==> src/rtl/rcs_pkg.sv <==
package rcs_pkg;
  typedef struct packed {
    logic load;    // capture start address
    logic issue;   // burst request cycle
    logic second;  // wrapped (low) burst selected
    logic finish;  // completion cycle
  } ctrlStrobes_t;

  typedef enum logic [2:0] {
    ST_IDLE, ST_ISSUE1, ST_WAIT1, ST_ISSUE2, ST_WAIT2, ST_FINISH
  } seqState_t;
endpackage

==> src/rtl/rcs_ctrl.sv <==
module rcs_ctrl
  import rcs_pkg::*;
(
  input  logic         clk,
  input  logic         rstN,
  input  logic         readEn,
  input  logic         burstAck,
  input  logic         wraps,
  output ctrlStrobes_t strb
);
  seqState_t state, nextState;

  always_ff @(posedge clk) begin
    if (!rstN) state <= ST_IDLE;
    else       state <= nextState;
  end

  always_comb begin
    nextState = state;
    unique case (state)
      ST_IDLE:   if (readEn) nextState = ST_ISSUE1;
      ST_ISSUE1: nextState = ST_WAIT1;
      ST_WAIT1:  if (burstAck) nextState = wraps ? ST_ISSUE2 : ST_FINISH;
      ST_ISSUE2: nextState = ST_WAIT2;
      ST_WAIT2:  if (burstAck) nextState = ST_FINISH;
      ST_FINISH: nextState = ST_IDLE;
      default:   nextState = ST_IDLE;
    endcase
  end

  always_comb begin
    strb.load   = (state == ST_IDLE) && readEn;
    strb.issue  = (state == ST_ISSUE1) || (state == ST_ISSUE2);
    strb.second = (state == ST_ISSUE2) || (state == ST_WAIT2);
    strb.finish = (state == ST_FINISH);
  end

  // completion lasts exactly one cycle
  a_r5_done_pulse: assert property (@(posedge clk) disable iff (!rstN)
    strb.finish |=> !strb.finish);
  // a request is never held across two cycles
  a_r9_req_pulse: assert property (@(posedge clk) disable iff (!rstN)
    strb.issue |=> !strb.issue);
  // the low burst only follows an acknowledged first burst
  a_r3_second_after_ack: assert property (@(posedge clk) disable iff (!rstN)
    $rose(strb.second) |-> $past(state == ST_WAIT1) && $past(burstAck));
  // a new sequence only starts from idle
  a_r6_start_from_idle: assert property (@(posedge clk) disable iff (!rstN)
    (state == ST_ISSUE1) |-> $past(state == ST_IDLE) && $past(readEn));
endmodule

==> src/rtl/rcs_path.sv <==
module rcs_path
  import rcs_pkg::*;
#(
  parameter int DEPTH  = 256,
  parameter int ADDR_W = 8,
  parameter int LEN_W  = 9
)(
  input  logic              clk,
  input  logic              rstN,
  input  ctrlStrobes_t      strb,
  input  logic [ADDR_W-1:0] startAddr,
  output logic              wraps,
  output logic [ADDR_W-1:0] burstAddr,
  output logic [LEN_W-1:0]  burstLen
);
  localparam logic [LEN_W-1:0] FULL_LEN = LEN_W'(DEPTH);

  logic [ADDR_W-1:0] startReg;

  always_ff @(posedge clk) begin
    if (!rstN)          startReg <= '0;
    else if (strb.load) startReg <= startAddr;
  end

  always_comb begin
    wraps = (startReg != '0);
    if (strb.second) begin
      burstAddr = '0;
      burstLen  = LEN_W'(startReg);
    end else begin
      burstAddr = startReg;
      burstLen  = FULL_LEN - LEN_W'(startReg);
    end
  end

  // every issued burst has a length in 1..DEPTH
  a_r2_len_range: assert property (@(posedge clk) disable iff (!rstN)
    strb.issue |-> (burstLen != '0) && (burstLen <= FULL_LEN));
  // burst description is steady while waiting on the master
  a_r9_hold: assert property (@(posedge clk) disable iff (!rstN)
    (strb.issue || $past(strb.issue)) && !strb.issue && !strb.finish && !$rose(strb.second)
      |-> $stable(burstAddr) && $stable(burstLen));
endmodule

==> src/rtl/circ_readout_seq.sv <==
module circ_readout_seq
  import rcs_pkg::*;
#(
  parameter int DEPTH  = 256,
  parameter int ADDR_W = $clog2(DEPTH),
  parameter int LEN_W  = $clog2(DEPTH + 1)
)(
  input  logic              clk,
  input  logic              rstN,
  input  logic              readEn,
  input  logic [ADDR_W-1:0] startAddr,
  output logic              burstReq,
  output logic [ADDR_W-1:0] burstAddr,
  output logic [LEN_W-1:0]  burstLen,
  input  logic              burstAck,
  output logic              readDone
);
  ctrlStrobes_t strb;
  logic         wraps;

  rcs_ctrl u_ctrl (
    .clk(clk), .rstN(rstN), .readEn(readEn), .burstAck(burstAck),
    .wraps(wraps), .strb(strb)
  );

  rcs_path #(.DEPTH(DEPTH), .ADDR_W(ADDR_W), .LEN_W(LEN_W)) u_path (
    .clk(clk), .rstN(rstN), .strb(strb), .startAddr(startAddr),
    .wraps(wraps), .burstAddr(burstAddr), .burstLen(burstLen)
  );

  assign burstReq = strb.issue;
  assign readDone = strb.finish;

  // no second burst without wrap
  a_r4_single_burst: assert property (@(posedge clk) disable iff (!rstN)
    (burstReq && burstAddr == '0 && burstLen == LEN_W'(DEPTH)) |=> ##1 !burstReq);
endmodule

==> config.mk <==
export PLATFORM = sky130hd
export DESIGN_NAME = circ_readout_seq
export DESIGN_NICKNAME = d
export VERILOG_FILES = /design/src/rtl/rcs_pkg.sv /design/src/rtl/rcs_ctrl.sv /design/src/rtl/rcs_path.sv /design/src/rtl/circ_readout_seq.sv
export SDC_FILE = /design/constraint.sdc
export NUM_CORES = 1
export LEC_CHECK = 0
export ABC_AREA = 1
export BUFFER_PORTS_ARGS = -buffer_cell sky130_fd_sc_hd__buf_2
export CORE_MARGIN = 2
export CORE_UTILIZATION = 49
export CTS_BUF_LIST = sky130_fd_sc_hd__clkbuf_16
export DETAILED_ROUTE_END_ITERATION = 7
export PLACE_DENSITY = 0.82
export SYNTH_ARGS = -nofsm -noshare
export SYNTH_HDL_FRONTEND = slang
export SYNTH_SLANG_ARGS = --single-unit
==> constraint.sdc <==
create_clock -name clk -period 1.75 [get_ports clk]
set_input_delay 0.0875 -clock clk [delete_from_list [all_inputs] [get_ports clk]]
set_output_delay 0.0875 -clock clk [all_outputs]
set_load 0.02 [all_outputs]
# Word-level counts from Yosys, hierarchy flattened
# Index checks and enable logic that the tools add are counted.
[classes]
add_sub_neg = 1
n_eq_ne = 8
mux = 7
n_reduce_logical = 6
[ops]
columns = ["cell", "count"]
rows = [
  ["3-bit one-hot mux with 5 select lines", 1],
  ["3-bit 2-to-1 mux", 4],
  ["9-bit 2-to-1 mux", 1],
  ["9-bit by 8-bit subtractor with 9-bit output (first input constant)", 1],
  ["8-bit 2-to-1 mux", 1],
  ["8-bit nonzero test", 1],
  ["3-bit by 2-bit == test with 1-bit output (second input constant)", 2],
  ["3-bit == test (second input constant)", 2],
  ["2-bit inequality test (second input constant)", 3],
  ["3-bit by 1-bit == test with 1-bit output (second input constant)", 1],
  ["3-bit zero test", 1],
  ["3-bit AND reduction", 1],
  ["1-bit logical OR", 2],
  ["1-bit logical AND", 1],
]
[word_totals]
reg_bits = 11
input_bits = 12
wordCells = 24

# Longest topological paths before layout
# Gate-level depths: netlist of the first run.
[logic_depth]
depth_word = 4
depth_mapped = 8
ltp_nobuf = 8

# By module
# From an unflattened synthesis of the first run, not the netlist that was laid out.
[hier_totals]
cells_unflattened = 119
hier_area_um2 = 793.3
[modules_own_cells]
columns = ["mod", "n_inst", "cells_per_inst", "area_each_um2"]
rows = [
  ["rcs_path", 1, 79, 560.5],
  ["rcs_ctrl", 1, 40, 232.7],
]

# Least setup slack after synthesis of the first run
# No wires, ideal clock.
[synth_path]
kind = "register -> output"
startpoint = "register u_ctrl.state[1]"
endpoint = "output burstLen[1]"
t_arrival_ps = 1221
setup_slack_ps = 441
stages_incl_launch_ff = 6
n_path_buf = 0
cell_sequence = "dfxtp_1 > nor2_2 > nand2_2 > nand2_4 > inv_2 > o21ai_0"
[synth_via]
elab_chain_cells = 3
[synth_rtl]
columns = ["element", "line", "text"]
rows = [
  ["start, declared", "rcs_ctrl.sv:11", "seqState_t state, nextState;"],
  ["start signal, assigned", "rcs_ctrl.sv:15", "else state <= nextState;"],
  ["3-bit by 2-bit == test with 1-bit output / 3-bit == test (equally long branches)", "rcs_ctrl.sv:34", "strb.second = (state == ST_ISSUE2) || (state == ST_WAIT2);"],
  ["1-bit logical OR (*)", "rcs_ctrl.sv:34", ""],
  ["9-bit 2-to-1 mux (*)", "rcs_path.sv:27", "if (strb.second) begin"],
  ["end, declared", "circ_readout_seq.sv:14", "output logic [LEN_W-1:0] burstLen,"],
]
# Every way passes the cells marked *; elsewhere a longest branch is shown, timed or not.

# Worst setup path in the final report of the first run
[layout_path]
startpoint = "register u_ctrl.state[2]"
endpoint = "output burstLen[7]"
# The elaborated chain is that of the path after synthesis.

==> results of run 1 <==
[cell usage in the layout, fill, tap and decap left out]
master and instances:
a21oi_1 10, a21oi_2 1, buf_2 30, clkbuf_16 3, dfxtp_1 11, ha_1 1, inv_1 17, inv_2 2
nand2_1 13, nand2_2 1, nand2_4 1, nand3_1 3, nand3_2 2, nand4_1 1, nor2_1 16, nor2_2 1
nor2_4 2, nor3_1 3, nor4_1 1, o21ai_0 8, o21ai_1 3, o21ai_2 2, xor2_1 5, xor2_2 1
[worst max path at each step]
stage	from	end	slack, ns	depth (start not counted)
floorplan	u_ctrl.state[1]	burstLen[1]	0.44	5
global placement	u_ctrl.state[1]	burstLen[5]	0.42	8
detailed placement	u_ctrl.state[1]	burstLen[5]	0.37	8
CTS	u_ctrl.state[1]	burstLen[5]	0.11	8
global route	u_ctrl.state[1]	burstLen[5]	0.03	8
finish	u_ctrl.state[2]	burstLen[7]	0.14	7
[kinds of logic after synthesis]
family          after synthesis
flops                        11
buf+inv                      21
xor+xnor                      6
compound gates               24
fa+ha+maj                     1
simple gates                 44
[routing by layer]
| metal | vias to the layer above | part of all wire |
|---|---|---|
| met2 | 35 | 0.46 |
| met3 | 4 | 0.083 |
| met4 | 0 | 0.017 |
| met1 | 345 | 0.44 |
| met5 | - | 0 |
| li1 | 402 | - |
[area by class of cell]
type | count | area share
Clock buffer | 3 | 0.07843
Clock inverter | 1 | 0.003922
Inverter | 18 | 0.07059
Multi-Input combinational cell | 75 | 0.4405
Sequential cell | 11 | 0.2301
Tap cell | 15 | 0.01961
Timing Repair Buffer | 30 | 0.1569
[where the power goes]
part	switching (W)	internal (W)
Combinational	0.000452	0.000233
Clock	0.000117	0.000300
Sequential	0.0000374	0.000292
Total	0.000606	0.000825
[cell usage after synthesis, types with 2 or more instances]
cell type,number
nor2_1,16
nand3_1,3
dfxtp_1,11
a21oi_1,10
nand3_2,2
inv_1,16
nor2_2,2
inv_2,2
nor3_1,3
o21ai_0,8
nand2_1,13
buf_6,2
o21ai_2,2
o21ai_1,3
xor2_1,5
[sequential cells by signal, indices dropped and copies added (netlist names)]
| signal | flops |
|---|---|
| u_ctrl.state | 3 |
| u_path.startReg | 8 |
[per-stage QoR]
stage / setup WS, ns / hold slack [ns] / power, W / instance area, sq um
final: 0.1372 / 0.1269 / 0.001432 / 957.2
after global routing: 0.02626 / 0.1407 / 0.001512 / 957.2
after CTS: 0.1140 / 0.1254 / 0.001429 / 952.2
after detailed placement: 0.3668 / 0.3708 / 0.001004 / 873.3
after global placement: 0.4168 / 0.3505 / 0.0009941 / 873.3
after floorplan: 0.4414 / 0.2259 / 0.0008400 / 734.5
[worst max-delay path, cell delays in order (launching register included)]
cell	delay, ns
dfxtp_1	0.42
inv_2	0.11
nand3_2	0.10
nand2_4	0.12
a21oi_1	0.17
xor2_1	0.17
inv_1	0.05
buf_2	0.15
==> flow_summary_export.csv, run 1 <==
group,metric,value,unit
synthesis,synth-edff-count,0,
placement,dp_hpwl,1228,um
sta,finalCritPeriodShare,0.9216,
final_layout,multiInputGateArea,421.7,sq um
final_layout,n_antenna_cell,0,
sta,setup_violations,0,
die,die_w,42.72,um
global_route,gr-max-usage-layer,"met2",
synthesis,synth_compound_area_frac,0.1789,
clocking,h-tree-depth,1,
clocking,cts.clk_slew.worst_paths,0.04,ns
sta,min_period,1.613,ns
global_route,grt_use_met2,0.3091,
clocking,ctsResizeCount,0,
synthesis,synth-simple-area-share,0.2896,
global_route,grt_max_degree,17,
synthesis,synth_top_cell_area_share,0.2998,
final_layout,finalNetCount,152,
setup_path,path_class,"register to output port",
global_route,gr-usage-met1,0.2260,
die,ios,31,
clocking,root_buffer,"clkbuf_16",
synthesis,async_reset_ff_frac,0,
min_path,hp-class,"primary input to register",
sta,slew_headroom,0.8075,
die,die_area,1825,sq um
clocking,cts_hold_buffers,0,
min_path,min_to,"u_path.startReg[2]",
synthesis,synth_top_family_by_area,"simple AND/OR/NAND/NOR gates",
detailed_routing,via_per_inst,5.137,
pwr,powerDensity,1496,nW/um^2
clocking,cts_buffers,3,
sta,hold_viol,0,
synthesis,syn_nets,120,
synthesis,synth.avg_cell_area,6.864,sq um
final_layout,fin_util,0.7090,
setup_path,cp.required,1.66,ns
pwr,leakagePower,0.5081,nW
synthesis,ys_warn_count,0,
detailed_routing,firstDrtPassIters,4,
setup_path,r2r_end,"u_ctrl.state[2]",
global_route,grt_antenna_before_repair,0,
synthesis,synthXorXnorAreaFrac,0.08177,
synthesis,synthCells,107,
synthesis,synthMuxAreaShare,0,
synthesis,synthAdderAreaFrac,0.01704,
run,drv_cap,0,
final_layout,drive_gt1_frac,0.3333,
synthesis,yosysTopAreaCell,"dfxtp_1",
status,status,"finished, final reports clean",
setup_path,crit_arrival,1.53,ns
sta,worstMarginPinSlew,0.2885,ns
detailed_routing,totalWireLength,1711,um
sta,slew_violations,0,
synthesis,ys_seq_area_frac,0.2998,
clocking,cts_tree,"yes",
detailed_routing,ant_nets,0,
sta,max_freq,0.6201,GHz
global_route,grt_overflow_total,0,
final_layout,syn_to_final_growth,30.32,%
synthesis,synth_top_flop_cell,"dfxtp_1",
global_route,grt_pass1_wl,2594,um
final_layout,fillers,112,
global_route,grt_util_all_layers,0.1895,
setup_path,start_kind,"register",
clocking,cts.sinks,11,
pwr,peakVddDrop,1.161,mV
setup_path,r2r_slack,0.47,ns
global_route,grt_pass1_vias,637,
die,initial_core_util,0.5440,
min_path,min_from,"startAddr[2]",
die,core-area,1350,sq um
detailed_routing,avgRoutedWirePerCell,11.18,um
clocking,clk-insertion-delay-late,0.24,ns
placement,dpl.cell_count,149,
sta,rsz0062_at_grt,"false",
clocking,cts_setup_buffers,0,
setup_path,worst-r2r-cell-count,8,
sta,fin_tns_setup,0,ns
setup_path,crit_fanout,13,
synthesis,synth_cell_type_count,24,
final_layout,layout.cells.non_filler,153,
detailed_routing,num_vias,786,
final_layout,register_area,220.2,sq um
detailed_routing,drc,0,
placement,io_buffers,30,
setup_path,cp-end-kind,"output port",
synthesis,synth_seq_cells,11,
global_route,use_met3,0.05106,
placement,gp_congestion,0.8469,
setup_path,reg2reg_from,"u_path.startReg[0]",
detailed_routing,drtIter0Drc,23,
synthesis,synth_area,734.5,sq um
die,die_h,42.72,um
min_path,hold_depth,3,
die,row_count,13,
clocking,cts_buffer_depth,2,
synthesis,synth.area.top_cells,"dfxtp_1 30%, inv_1 8.2%, nor2_1 8.2%, a21oi_1 6.8%, nand2_1 6.6%",
sta,fin_skew,0.003754,ns
No activity file was read; power rests on OpenSTA's default activity.
==> run 2: changes to the inputs <==
==> constraint.sdc (replaced) <==
create_clock -name clk -period 1.75 [get_ports clk]
set_input_delay 0.0875 -clock clk [delete_from_list [all_inputs] [get_ports clk]]
set_output_delay 0.0875 -clock clk [all_outputs]
set_load 0.01 [all_outputs]
==> flow_summary_export.csv, run 2 (same netlist as run 1, synthesis figures left out) <==
group,metric,value,unit
status,status,"finished, final reports clean",
sta,hold_viol,0,
setup_path,cp.required,1.66,ns
placement,gp_congestion,0.8355,
sta,min_period,1.633,ns
die,core-area,1350,sq um
die,die_area,1825,sq um
final_layout,syn_to_final_growth,30.32,%
global_route,grt_antenna_before_repair,0,
pwr,total_power,0.001324,W
clocking,cts_hold_buffers,0,
final_layout,register_area,220.2,sq um
clocking,h-tree-depth,1,
final_layout,drive_gt1_frac,0.3333,
sta,worstMarginPinSlew,0.2956,ns
final_layout,largest_reg_flops,8,
pwr,peakVddDrop,0.8795,mV
die,ios,31,
setup_path,path_delay_family,"flip-flops",
final_layout,fillers,114,
setup_path,start_kind,"register",
placement,dp_hpwl,1244,um
final_layout,top_regs,"u_path.startReg (8), u_ctrl.state (3)",
placement,io_buffers,30,
final_layout,multiInputGateArea,421.7,sq um
clocking,clk-insertion-delay-late,0.24,ns
global_route,grt_util_all_layers,0.1924,
sta,finalCritPeriodShare,0.9333,
die,initial_core_util,0.5440,
setup_path,crit_fanout,13,
global_route,grt_pass1_wl,2642,um
sta,slew_violations,0,
final_layout,layout_common_cells,"30 x buf_2, 17 x inv_1, 16 x nor2_1",
sta,rsz0062_at_grt,"false",
clocking,cts_tree,"yes",
clocking,ctsResizeCount,0,
final_layout,final_common_cell,"buf_2",
global_route,grt_pass1_vias,660,
detailed_routing,via_per_inst,5.078,
clocking,cts_buffer_depth,2,
detailed_routing,drc,0,
detailed_routing,num_vias,777,
setup_path,path_class,"register to output port",
detailed_routing,drtIter0Drc,21,
setup_path,cp-end-kind,"output port",
setup_path,critPathBufInv,3,
final_layout,n_antenna_cell,0,
setup_path,crit_arrival,1.55,ns
setup_path,critPathSlowestCell,"dfxtp_1",
die,die_h,42.72,um
detailed_routing,avgRoutedWirePerCell,10.98,um
global_route,grt_overflow_total,0,
setup_path,cp_cell_sequence,"inv_2, nand3_2, nand2_4, a21oi_1, xor2_1, inv_1, buf_2",
pwr,leakagePower,0.5081,nW
global_route,grt_max_degree,17,
final_layout,finalNetCount,152,
setup_path,critPathMaxStageDelay,0.42,ns
clocking,cts_setup_buffers,0,
clocking,root_buffer,"clkbuf_16",
detailed_routing,firstDrtPassIters,4,
clocking,cts_buffers,3,
final_layout,largest-register,"u_path.startReg",
sta,setup_violations,0,
detailed_routing,totalWireLength,1680,um
pwr,powerDensity,1383,nW/um^2
sta,fin_skew,0.0004422,ns
sta,fin_tns_setup,0,ns
die,die_w,42.72,um
run,drv_cap,0,
die,row_count,13,
sta,slew_headroom,0.8027,
min_path,hp-class,"primary input to register",
clocking,cts.sinks,11,
detailed_routing,ant_nets,0,
sta,max_freq,0.6123,GHz
clocking,cts.clk_slew.worst_paths,0.04,ns
run 2: power by group:
group          internal [W]  total [W]  switching, W
Clock              0.000300   0.000411      0.000111
Sequential         0.000293   0.000331     0.0000385
Combinational      0.000231   0.000582      0.000351
Total              0.000824    0.00132      0.000500
run 2: path summary, 6_finish.rpt:
check | depth (start not counted) | from | slack, ns | to
hold reg to reg | 2 | u_path.startReg[6] | 0.52 | u_path.startReg[6]
setup reg to reg | 8 | u_path.startReg[1] | 0.49 | u_ctrl.state[2]
setup / recovery | 7 | u_ctrl.state[2] | 0.12 | burstLen[7]
hold / removal | 3 | startAddr[1] | 0.12 | u_path.startReg[1]
run 2: per-stage QoR:
step	utilization	std cells	area [sq um]	worst slack [ns]	hold slack (ns)
global placement	0.6469	149	873.3	0.4359	0.3508
global route	0.7090	153	957.2	0.01913	0.1435
finish	0.7090	153	957.2	0.1167	0.1164
floorplan	-	107	734.5	0.6159	0.2259
CTS	0.7053	153	952.2	0.1025	0.1112
detailed placement	0.6469	149	873.3	0.3784	0.3561
run 2: worst register-to-register path: stages, from the launching register on:
cell     delay [ns]
dfxtp_1        0.29
inv_1          0.11
ha_1           0.18
nand2_1        0.15
nor2_1         0.15
nand2_1        0.07
nand2_1        0.08
nand2_1        0.05
a21oi_1        0.11
run 2: per-layer routing:
metal	GRT usage	wire length [um]	vias up
li1	-	-	403
met1	0.2376	768	343
met2	0.2970	781	27
met3	0.06383	103	4
met4	0.09375	27	0
met5	0	0	-
run 2: final cells by class:
class | count | share of cell area
clock buffer | 3 | 0.07843
clock inverter | 1 | 0.003922
inverter | 18 | 0.07059
multi-input combinational | 75 | 0.4405
sequential | 11 | 0.2301
tap | 15 | 0.01961
timing repair buffer | 30 | 0.1569
